[config.mk]
export PLATFORM = sky130hd
export DESIGN_NAME = polled_irq_ctrl
export DESIGN_NICKNAME = d
export VERILOG_FILES = /design/src/rtl/irq_poll_pkg.sv /design/src/rtl/irq_pend_bank.sv /design/src/rtl/irq_prio_pick.sv /design/src/rtl/irq_reg_port.sv /design/src/rtl/polled_irq_ctrl.sv
export SDC_FILE = /design/constraint.sdc
export NUM_CORES = 1
export LEC_CHECK = 0
export BUFFER_PORTS_ARGS = -buffer_cell sky130_fd_sc_hd__buf_2
export CAP_MARGIN = 30
export CORE_ASPECT_RATIO = 1.5
export CORE_UTILIZATION = 40
export DETAILED_ROUTE_END_ITERATION = 10
export MAX_ROUTING_LAYER = met4
export PLACE_DENSITY_LB_ADDON = 0.12
export SYNTH_ARGS = -nofsm -noshare
export SYNTH_HDL_FRONTEND = slang
export SYNTH_HIERARCHICAL = 1
export SYNTH_SLANG_ARGS = --single-unit
[constraint.sdc]
create_clock -name clk -period 3.85 [get_ports clk]
set_input_delay 0 -clock clk [delete_from_list [all_inputs] [get_ports clk]]
set_output_delay 0 -clock clk [all_outputs]
set_load 0.005 [all_outputs]
[src/rtl/irq_poll_pkg.sv]
// Package: shared constants and the poll-word builder for the polled
// interrupt controller. Assumes a 16-bit register data path.
package irq_poll_pkg;
    localparam int DATA_W   = 16;
    localparam int ADDR_W   = 8;
    localparam int TYPE_W   = 6;
    localparam int FLAG_BIT = 15;

    localparam logic [ADDR_W-1:0] OFS_POLL = 8'h24;  // consuming read
    localparam logic [ADDR_W-1:0] OFS_PEEK = 8'h26;  // status-only read
    localparam logic [ADDR_W-1:0] OFS_MASK = 8'h28;  // mask register

    // Builds the poll word: flag in bit 15, reserved zeros, type code low.
    function automatic logic [DATA_W-1:0] make_poll_word(input logic vld,
                                                         input logic [TYPE_W-1:0] code);
        logic [DATA_W-1:0] w;
        w = '0;
        if (vld) begin
            w[FLAG_BIT]     = 1'b1;
            w[TYPE_W-1:0]   = code;
        end
        return w;
    endfunction
endpackage

[src/rtl/irq_pend_bank.sv]
// Module: per-source rising-edge detector and sticky pending bit.
// Assumes ack_i has at most one bit set. An edge in the same cycle as an
// acknowledge of that source wins, so the source stays pending.
module irq_pend_bank #(
    parameter int N = 8
) (
    input  logic         clk,
    input  logic         rst_n,
    input  logic [N-1:0] req_i,
    input  logic [N-1:0] ack_i,
    output logic [N-1:0] pend_o,
    output logic [N-1:0] edge_o
);
    logic [N-1:0] req_q;

    // Edge detection from the previous request sample.
    assign edge_o = req_i & ~req_q;

    genvar g;
    generate
        for (g = 0; g < N; g++) begin : g_src
            // Track request history; reset samples the live level so no false edge.
            always_ff @(posedge clk) begin
                if (!rst_n) req_q[g] <= req_i[g];
                else        req_q[g] <= req_i[g];
            end

            // Sticky pending: set by edge, cleared by acknowledge, set wins.
            always_ff @(posedge clk) begin
                if (!rst_n)          pend_o[g] <= 1'b0;
                else if (edge_o[g])  pend_o[g] <= 1'b1;
                else if (ack_i[g])   pend_o[g] <= 1'b0;
            end

            AST_ACK_CLEARS: assert property (@(posedge clk) disable iff (!rst_n)
                ack_i[g] && !edge_o[g] |=> !pend_o[g]);
            AST_EDGE_SETS: assert property (@(posedge clk) disable iff (!rst_n)
                edge_o[g] |=> pend_o[g]);
            AST_REEDGE_KEEPS: assert property (@(posedge clk) disable iff (!rst_n)
                ack_i[g] && edge_o[g] |=> pend_o[g]);
        end
    endgenerate

    AST_ACK_ONEHOT: assert property (@(posedge clk) disable iff (!rst_n)
        $onehot0(ack_i));
endmodule

[src/rtl/irq_prio_pick.sv]
// Module: fixed-priority picker, lowest set index wins.
// Purely combinational. idx_o is meaningful only while any_o is 1.
module irq_prio_pick #(
    parameter int N     = 8,
    parameter int IDX_W = (N > 1) ? $clog2(N) : 1
) (
    input  logic [N-1:0]     cand_i,
    output logic             any_o,
    output logic [IDX_W-1:0] idx_o
);
    // Scan from high index to low so the lowest set index is written last.
    always_comb begin
        any_o = 1'b0;
        idx_o = '0;
        for (int i = N - 1; i >= 0; i--) begin
            if (cand_i[i]) begin
                any_o = 1'b1;
                idx_o = IDX_W'(i);
            end
        end
    end
endmodule

[src/rtl/irq_reg_port.sv]
// Module: register decode, mask register and read mux.
// Assumes single-cycle strobes. Read data is combinational. take_o flags a
// consuming read that has a source to acknowledge.
module irq_reg_port
    import irq_poll_pkg::*;
#(
    parameter int N = 8
) (
    input  logic              clk,
    input  logic              rst_n,
    input  logic              wr_en,
    input  logic              rd_en,
    input  logic [ADDR_W-1:0] addr,
    input  logic [DATA_W-1:0] wdata,
    input  logic              any_i,
    input  logic [TYPE_W-1:0] code_i,
    output logic [N-1:0]      mask_o,
    output logic [DATA_W-1:0] rdata,
    output logic              take_o
);
    logic [DATA_W-1:0] poll_word;
    logic              unused_wdata;

    assign unused_wdata = ^wdata;
    assign poll_word    = make_poll_word(any_i, code_i);
    assign take_o       = rd_en && (addr == OFS_POLL) && any_i;

    // Mask register: all sources masked after reset; only its own address writes.
    always_ff @(posedge clk) begin
        if (!rst_n)                          mask_o <= '1;
        else if (wr_en && addr == OFS_MASK)  mask_o <= wdata[N-1:0];
    end

    // Read mux: both poll addresses share one word; unknown addresses read zero.
    always_comb begin
        rdata = '0;
        if (addr == OFS_POLL || addr == OFS_PEEK) rdata = poll_word;
        else if (addr == OFS_MASK)                rdata[N-1:0] = mask_o;
    end

    AST_MASK_RESET: assert property (@(posedge clk) disable iff (!rst_n)
        !$past(rst_n) |-> mask_o == '1);
    AST_POLL_WRITE_IGNORED: assert property (@(posedge clk) disable iff (!rst_n)
        wr_en && (addr == OFS_POLL || addr == OFS_PEEK) |=> $stable(mask_o));
    AST_RESERVED_ZERO: assert property (@(posedge clk) disable iff (!rst_n)
        (addr == OFS_POLL || addr == OFS_PEEK) |->
            rdata[14:6] == '0 && rdata[FLAG_BIT] == any_i);
endmodule

[src/rtl/polled_irq_ctrl.sv]
// Module: top of the polled priority interrupt controller.
// Assumes NUM_SRC <= 16 and that request lines are synchronous to clk.
// Ties pending bank, picker and register port together.
module polled_irq_ctrl
    import irq_poll_pkg::*;
#(
    parameter int NUM_SRC   = 8,
    parameter int TYPE_BASE = 8
) (
    input  logic               clk,
    input  logic               rst_n,
    input  logic [NUM_SRC-1:0] req_i,
    input  logic               bus_wr_en,
    input  logic               bus_rd_en,
    input  logic [7:0]         bus_addr,
    input  logic [15:0]        bus_wdata,
    output logic [15:0]        bus_rdata
);
    localparam int IDX_W = (NUM_SRC > 1) ? $clog2(NUM_SRC) : 1;

    logic [NUM_SRC-1:0] pend, edges, mask, elig, ack_vec;
    logic               any, take;
    logic [IDX_W-1:0]   idx;
    logic [TYPE_W-1:0]  code;
    logic               peek_rd, empty_poll;

    assign elig = pend & ~mask;
    assign code = TYPE_W'(TYPE_BASE) + TYPE_W'(idx);

    // Acknowledge vector: one-hot on the reported source during a consuming read.
    genvar g;
    generate
        for (g = 0; g < NUM_SRC; g++) begin : g_ack
            assign ack_vec[g] = take && (idx == IDX_W'(g));
        end
    endgenerate

    irq_pend_bank #(.N(NUM_SRC)) u_pend (
        .clk(clk), .rst_n(rst_n), .req_i(req_i), .ack_i(ack_vec),
        .pend_o(pend), .edge_o(edges)
    );

    irq_prio_pick #(.N(NUM_SRC), .IDX_W(IDX_W)) u_pick (
        .cand_i(elig), .any_o(any), .idx_o(idx)
    );

    irq_reg_port #(.N(NUM_SRC)) u_regs (
        .clk(clk), .rst_n(rst_n), .wr_en(bus_wr_en), .rd_en(bus_rd_en),
        .addr(bus_addr), .wdata(bus_wdata), .any_i(any), .code_i(code),
        .mask_o(mask), .rdata(bus_rdata), .take_o(take)
    );

    assign peek_rd    = bus_rd_en && bus_addr == OFS_PEEK;
    assign empty_poll = bus_rd_en && bus_addr == OFS_POLL && !any;

    AST_MASKED_HIDDEN: assert property (@(posedge clk) disable iff (!rst_n)
        any |-> !mask[idx] && pend[idx]);
    AST_LOWEST_WINS: assert property (@(posedge clk) disable iff (!rst_n)
        any |-> (elig & ((NUM_SRC'(1) << idx) - NUM_SRC'(1))) == '0);
    AST_PEEK_NO_CLEAR: assert property (@(posedge clk) disable iff (!rst_n)
        peek_rd |=> ($past(pend) & ~pend) == '0);
    AST_EMPTY_POLL_NOP: assert property (@(posedge clk) disable iff (!rst_n)
        empty_poll |=> ($past(pend) & ~pend) == '0);
endmodule

==> impl_metrics.ini, run 1 <==
[run_status]
status = finished clean

[placed_design]
place.gp.congestion = 0.711
port-buffer-count = 36
hpwl_um = 2220
dp_worst_setup_slack_ns = 1.68
dpl_cell_area_mm2 = 0.00155

[critical_path]
critPathArrivalTime_ns = 2.12
worstSetupEndpointType = output port
crit_fanout = 9
required_ns = 3.85
reg2regPathDepth = 7
cp-start-kind = flip-flop
worstSetupPathType = flip-flop to output port

[sta]
clock.fmax_mhz = 473
slew_violations = 0
fin_skew_ns = 0.00280
worst_slack_ns = 1.73
finalSetupTns_ns = 0
setup_viol = 0
hold_ws_ns = 0.0564
rsz0062_at_grt = false
slew_headroom_pct = 42.2
hold_viol_final = 0
tightest_slew_ns = 0.862
post-route-period-util_pct = 54.9
min_period_ns = 2.12

[final_layout]
drive_gt1_share_pct = 34.4
final_area_mm2 = 0.00168
nets = 223
diodes = 0
area_growth_syn_to_layout_pct = 22.6

[pwr]
power_w = 0.000489
p_leak_nw = 0.709
ir_drop_v = 0.000197
p_per_area_mw_per_mm2 = 290

[routing]
via_count = 1122
ant_nets = 0
dr.pass1.iters = 4
post-route-drc-count = 0
first_iter_violations = 9
wirelength_um = 2810
wire_per_inst_um = 12.5
vias_per_cell = 4.96

[floorplanning]
dieArea_mm2 = 0.00368
core_mm2 = 0.00322
rows = 25
die_x_um = 49.9
die_y_um = 73.8
pin_count = 52
start_util_pct = 42.6

[clock_tree]
clock_path_buffers = 2
cts.reportedPaths.clkPinSlew_ns = 0.08
cts_buffers = 3
ctsHtreeMaxLevel = 1
cts_resized = 0
cts_tree = yes
ctsHoldBuffers = 8
clockRootBuffer = clkbuf_8
insertion_delay_ns = 0.26
cts_sinks = 24
cts_post_setup_buffers_inserted = 0

[logic_synthesis]
ys.flop_type = dfxtp_1
synth_top_family_by_area = simple AND/OR/NAND/NOR gates
synth_edf_count = 0
synth.avg_cell_area_um2 = 9.67
muxShareOfSynthArea_pct = 0
synth_area_mm2 = 0.00137
ys_types = 33
synthAdderAreaFrac_pct = 0
yosys_warnings = 6
synth_seq_area_share_pct = 35.0
syn-instance-count = 142
synthArstFlopShare_pct = 0
synth-compound-area-share_pct = 15.2
synthSimpleGateAreaFrac_pct = 42.3
synth_xor_area_share_pct = 0
ys_ff_latch = 24

[run]
drv_cap = 0

[global_routing]
antenna_found_initial = 0
grt_pass1_wl_um = 4800
first_global_vias = 1121
grtUsageTotal_pct = 17.8
grt-ovfl-total = 0
grt_max_degree = 16

[min_path]
hp-class = input pin to flip-flop
min_path_cells = 2
==> per-layer routing <==
layer | global-route usage (%) | vias up | part of all wire [%]
met3 | 2.07 | 2 | 4.2
met4 | 7.62 | 0 | 0.82
met2 | 34.7 | 27 | 55
met5 | - | - | 0
li1 | - | 577 | -
met1 | 17.1 | 516 | 40
==> path summary, 6_finish.rpt <==
path	slack [ns]	startpoint	endpoint
min	0.06	rst_n	u_pend/pend_o[3]
max	1.73	u_pend/pend_o[5]	bus_rdata[1]
min reg2reg	0.51	u_regs/mask_o[1]	u_regs/mask_o[1]
max reg2reg	1.75	u_pend/pend_o[5]	u_pend/pend_o[7]
==> cell families (layout without fill, tap and decap cells) <==
kind of cell | Yosys count | after routing
and+or+nand+nor | 74 | 74
AOI/OAI and AO/OA | 27 | 27
DFF | 24 | 24
buffers and inverters | 14 | 51
other | 3 | 10
==> synthesized netlist by cell type (2+ instances only) <==
cell type	number	share of area, %
nand2_1	11	3.0
a211o_1	8	5.1
and4b_2	3	2.5
dfxtp_1	24	35
nor2b_1	18	8.2
buf_2	2	0.73
nor3_1	5	1.8
nor2_1	9	2.5
or4b_1	2	1.5
and3_1	2	0.91
o21a_1	8	4.4
nor4_2	2	1.8
a22oi_1	6	3.3
conb_1	3	0.82
buf_4	8	4.4
and4bb_2	3	2.7
nor3_2	3	2.2
nor2b_4	8	8.0
nor4b_2	2	2.2
inv_1	2	0.55
==> final cells by class <==
cell class                      count  area, µm²
Sequential cell                    24        480
Tap cell                           40       50.0
Inverter                            2       7.51
Clock buffer                        4       55.1
Multi-Input combinational cell    111        827
Timing Repair Buffer               45        264
Fill cell                         321       1540
==> power by group <==
part           internal [W]  switching [W]
Clock             0.0000911      0.0000754
Sequential         0.000258     0.00000572
Combinational     0.0000337      0.0000241
Total              0.000383       0.000105
==> sequential cells by signal (all words and copies together), names as in the netlist <==
name	flops
u_pend/req_q	8
u_regs/mask_o	8
u_pend/pend_o	8
==> worst max-delay path: stages, from the launching register on <==
cell and delay [ns]:
dfxtp_1 0.32, nor2b_1 0.14, nor2_1 0.10, o21ai_0 0.12, a211oi_1 0.76, a22oi_1 0.17, nor2_1 0.13, buf_2 0.13
==> cell usage in the layout (no fill, tap or decap), drive strengths merged, types with 3 or more instances in the layout <==
| cell | Yosys | layout |
|---|---|---|
| buf | 11 | 37 |
| nor2b | 26 | 26 |
| dfxtp | 24 | 24 |
| nand2 | 11 | 11 |
| conb | 3 | 10 |
| nor2 | 9 | 9 |
| dlygate4sd3 | 0 | 8 |
| o21a | 8 | 8 |
| a211o | 8 | 8 |
| nor3 | 8 | 8 |
| a22oi | 6 | 6 |
| clkbuf | 1 | 4 |
| and4bb | 4 | 4 |
| and4b | 3 | 3 |
| nor4b | 3 | 3 |
| nor4 | 3 | 3 |
==> through the flow <==
| step | util [%] | cells |
|---|---|---|
| finish | 52.3 | 226 |
| global route | 52.3 | 226 |
| CTS | 52.3 | 226 |
| detailed placement | 48.1 | 214 |
| global placement | 48.0 | 213 |
| floorplan | - | 149 |
Power figures use the tool's default switching activity.
==> inputs of run 2 (changes only) <==
==> constraint.sdc (replaced) <==
create_clock -name clk -period 1.95 [get_ports clk]
set_input_delay 0 -clock clk [delete_from_list [all_inputs] [get_ports clk]]
set_output_delay 0 -clock clk [all_outputs]
set_load 0.005 [all_outputs]
==> run 2 against run 1 <==
Final area up 8.3%. Die area unchanged. Non-clock buffer count up 6. Sequential cell count unchanged. Critical path type unchanged. Register-to-register slack worse by 1.6 ns. Setup slack worse by 1.6 ns. Utilization up 4.3 points. Clock power rose to 2.6 times the previous value. Largest cell class unchanged. Sequential power up 98%. Power up 120%.
==> impl_metrics.ini, run 2 (synthesis gave the netlist of run 1 again) <==
[run_status]
status = finished clean

[critical_path]
crit_end = bus_rdata[1]
critPathArrivalTime_ns = 1.79
crit_chain = nor2b_4, nor2_1, o21ai_0, a211oi_2, buf_4, a22oi_1, nor2_1, buf_2
worstSetupEndpointType = output port
required_ns = 1.95
crit_start = u_regs/mask_o[5]
rr_startpoint = u_regs/mask_o[5]
cp-start-kind = flip-flop
reg2regPathDepth = 8
r2r_end = u_pend/pend_o[3]
crit_path_top_delay_cell = dfxtp_1
rrSetupSlack_ns = 0.20
crit_fanout = 5
worstSetupPathType = flip-flop to output port
crit_top_cell = nor2_1
slowest_delay_ns = 0.41

[sta]
post-route-period-util_pct = 91.7
setup_viol = 0
finalSetupTns_ns = 0
hold_viol_final = 0
slew_violations = 0
fin_skew_ns = 0.00552
min_period_ns = 1.79
clock.fmax_mhz = 559

[final_layout]
drive_gt1_share_pct = 43.2
top_regs = u_pend/pend_o: 8 flops, u_pend/req_q: 8 flops, u_regs/mask_o: 8 flops
area_growth_syn_to_layout_pct = 32.8
final_cell_mix = buf_2, dfxtp_1, nor2b_4
layout_commonest_cell = buf_2
final_cell_count_no_fill = 232
nets = 229
fin_util_pct = 56.6
diodes = 0
fillers = 294

[routing]
post-route-drc-count = 0
wirelength_um = 3030
via_count = 1154
vias_per_cell = 4.97
ant_nets = 0
first_iter_violations = 14
dr.pass1.iters = 4
wire_per_inst_um = 13.1

[clock_tree]
insertion_delay_ns = 0.27
cts_tree = yes
cts.reportedPaths.clkPinSlew_ns = 0.09
clock_path_buffers = 2
cts_sinks = 24
clockRootBuffer = clkbuf_8
cts_buffers = 3
ctsHtreeMaxLevel = 1

[floorplanning]
start_util_pct = 42.6
dieArea_mm2 = 0.00368
die_x_um = 49.9
core_mm2 = 0.00322
rows = 25
die_y_um = 73.8
pin_count = 52

[global_routing]
antenna_found_initial = 0
grt_pass1_wl_um = 4780
grt-ovfl-total = 0
grt_max_degree = 15
grtUsageTotal_pct = 17.7
first_global_vias = 1117

[placed_design]
port-buffer-count = 36
hpwl_um = 2220
dp.cells = 220
place.gp.congestion = 0.736

[min_path]
hp-class = input pin to flip-flop

[pwr]
ir_drop_v = 0.000394
p_leak_nw = 0.769
p_per_area_mw_per_mm2 = 594

[run]
drv_cap = 0
run 2: cell types whose count changed in the layout (fill, tap and decap cells not counted), sizes merged:
cell | before | now
clkbuf | 4 | 3
buf | 37 | 43
bufinv | 0 | 1
run 2: per-layer routing:
layer  vias up  wire length [µm]  track usage [%]
met2        28              1550             32.3
met1       532              1330             18.5
met3         5               101             2.69
met4         0                49             7.62
li1        589                 -                -
met5         -                 0                -
run 2: cell type report:
class	count	area (µm²)	share of cell area, %
clock inverters	1	30.0	1.65
multi-input cells	111	901	49.4
well taps	40	50.0	2.74
inverters	2	7.51	0.412
clock buffers	3	41.3	2.26
repair buffers	51	313	17.1
flip-flops and latches	24	482	26.4
run 2: how the worst min path moves through the flow:
stage | slack (ns) | from | cells past startpoint | endpoint
global route | 0.06 | rst_n | 2 | u_pend/pend_o[7]
global placement | 0.12 | req_i[3] | 1 | u_pend/req_q[3]
detailed placement | 0.12 | req_i[1] | 1 | u_pend/req_q[1]
CTS | 0.05 | rst_n | 2 | u_pend/pend_o[2]
floorplan | 0.03 | req_i[0] | 0 | u_pend/req_q[0]
finish | 0.04 | rst_n | 2 | u_pend/pend_o[2]
run 2: repair_timing:
| item | in CTS | in global routing |
|---|---|---|
| hold endpoints to repair | 8 | 0 |
| gates resized for setup | 0 | 20 |
| setup endpoints to repair | 0 | 13 |
| setup buffers | 0 | 0 |
| hold buffers | 8 | 0 |
run 2: critical path, delay by kind of cell (launching register included):
kind            cells  cell delay [ns]
compound gates      3             0.49
buf+inv             2             0.29
flops               1             0.41
simple gates        3             0.32
run 2: where the power goes:
| group | internal [W] | total, W | switching [W] |
|---|---|---|---|
| clock network | 0.000275 | 0.000439 | 0.000164 |
| logic | 0.0000722 | 0.000121 | 0.0000487 |
| registers | 0.000510 | 0.000524 | 0.0000131 |
| total | 0.000857 | 0.00108 | 0.000226 |
run 2: per-stage QoR:
stage,instance area (µm²),setup WS [ns],hold slack (ns),total power [W]
after global placement,1600,0.156,0.118,0.000633
final,1820,0.161,0.0439,0.00108
after detailed placement,1600,0.124,0.119,0.000637
after CTS,1750,0.0321,0.0522,0.00109
after floorplan,1400,0.0593,0.0277,0.000605
after global routing,1820,-0.00203,0.0637,0.00112
==> inputs of run 3 (changes only) <==
--- a/config.mk
+++ b/config.mk
@@ -11,7 +11,7 @@
 export CORE_UTILIZATION = 40
 export DETAILED_ROUTE_END_ITERATION = 10
 export MAX_ROUTING_LAYER = met4
-export PLACE_DENSITY_LB_ADDON = 0.12
+export PLACE_DENSITY_LB_ADDON = 0.15
 export SYNTH_ARGS = -nofsm -noshare
 export SYNTH_HDL_FRONTEND = slang
 export SYNTH_HIERARCHICAL = 1
==> run 3 against run 2 <==
Fmax shrank 3.1%. Worst hold slack gained 0.0028 ns. Combinational power shrank 4%. Clock skew shrank 0.0019 ns. Critical path depth shrank 1. Sequential power is essentially flat. Clock power shrank 2%. Setup slack lost 0.058 ns. Largest cell class unchanged. Power shrank 1.4%.
==> impl_metrics.ini, run 3 (synthesis gave the netlist of run 1 again) <==
[floorplanning]
die_x_um = 49.9
dieArea_mm2 = 0.00368
start_util_pct = 42.6
die_y_um = 73.8
pin_count = 52
core_mm2 = 0.00322
rows = 25

[placed_design]
dp_worst_setup_slack_ns = 0.0951
place.gp.congestion = 0.750
dp.cells = 219
port-buffer-count = 36
dpl_cell_area_mm2 = 0.00159
hpwl_um = 2270

[final_layout]
final_cell_mix = buf_2, dfxtp_1, nor2b_1
fillers = 308
area_growth_syn_to_layout_pct = 28.8
top_regs = u_pend/pend_o: 8 flops, u_pend/req_q: 8 flops, u_regs/mask_o: 8 flops
drive_gt1_share_pct = 40.3
final_cell_count_no_fill = 231
diodes = 0
nets = 228
layout_commonest_cell = buf_2
final_area_mm2 = 0.00177

[clock_tree]
cts_sinks = 24
insertion_delay_ns = 0.26
cts.reportedPaths.clkPinSlew_ns = 0.08
cts_buffers = 3
clock_path_buffers = 2
cts_tree = yes
clockRootBuffer = clkbuf_8
ctsHtreeMaxLevel = 1

[pwr]
p_leak_nw = 0.756
ir_drop_v = 0.000437
p_per_area_mw_per_mm2 = 604

[sta]
worst_slack_ns = 0.103
hold_viol_final = 0
slew_violations = 0
clock.fmax_mhz = 542
min_period_ns = 1.85
setup_viol = 0
fin_skew_ns = 0.00365
post-route-period-util_pct = 94.7
hold_ws_ns = 0.0467

[critical_path]
crit_fanout = 7
worstSetupEndpointType = output port
rrSetupSlack_ns = 0.14
required_ns = 1.95
worstSetupPathType = flip-flop to output port
critPathArrivalTime_ns = 1.85
cp-start-kind = flip-flop

[run_status]
status = finished clean

[global_routing]
grt-ovfl-total = 0
first_global_vias = 1179
grt_pass1_wl_um = 4780
grt_max_degree = 15
antenna_found_initial = 0
grtUsageTotal_pct = 17.4

[run]
drv_cap = 0

[routing]
via_count = 1164
first_iter_violations = 14
dr.pass1.iters = 4
wirelength_um = 2870
ant_nets = 0
wire_per_inst_um = 12.4
post-route-drc-count = 0
vias_per_cell = 5.04

[min_path]
hp-class = input pin to flip-flop
run 3: worst max-delay path, stage by stage (launching register included):
cell and delay [ns]:
dfxtp_1 0.31, nor2b_2 0.17, nor4_2 0.36, nand2_1 0.16
and4bb_4 0.25, a22oi_1 0.16, nor2_1 0.05, buf_2 0.12
run 3: worst paths after layout:
check,startpoint,to,cells past startpoint
setup / recovery,u_pend/pend_o[4],bus_rdata[1],7
hold / removal,rst_n,u_pend/pend_o[5],2
setup reg to reg,u_pend/pend_o[6],u_pend/pend_o[0],9
hold reg to reg,u_regs/mask_o[6],u_regs/mask_o[6],1
run 3: what timing repair did:
action / in CTS / in global routing
endpoints found under the setup margin: 0 / 13
endpoints found under the hold margin: 8 / 0
hold buffers: 8 / 0
resized for setup: 0 / 8
setup buffers: 0 / 0
run 3: per-stage QoR:
stage / total power, W / setup TNS (ns) / utilization [%]
after detailed placement: 0.000636 / 0 / 49.4
after floorplan: 0.000605 / 0 / -
final: 0.00107 / 0 / 54.9
after global routing: 0.00111 / -0.0230 / 54.9
after CTS: 0.00108 / 0 / 54.1
after global placement: 0.000633 / 0 / 49.4
run 3: area by class of cell:
cell class / count / area [µm²] / share of cell area (%)
clock buffers: 3 / 41.3 / 2.33
inverters: 2 / 7.51 / 0.424
multi-input cells: 111 / 855 / 48.3
flip-flops and latches: 24 / 480 / 27.2
well taps: 40 / 50.0 / 2.83
repair buffers: 50 / 305 / 17.3
clock inverters: 1 / 30.0 / 1.70
run 3: where the power goes:
group | leakage (nW) | internal [W] | switching (W) | total, W
clock | 0.0357 | 0.000274 | 0.000157 | 0.000431
sequential | 0.199 | 0.000510 | 0.0000106 | 0.000521
combinational | 0.522 | 0.0000687 | 0.0000475 | 0.000116
run 3: metal layers:
layer	global-route usage, %	vias to the layer above	wire length (µm)	part of all wire [%]
met4	7.94	0	40	1.4
met3	1.66	4	97	3.4
met1	16.5	537	1150	40
met2	34.2	34	1590	55
li1	-	589	-	-
met5	-	-	0	0
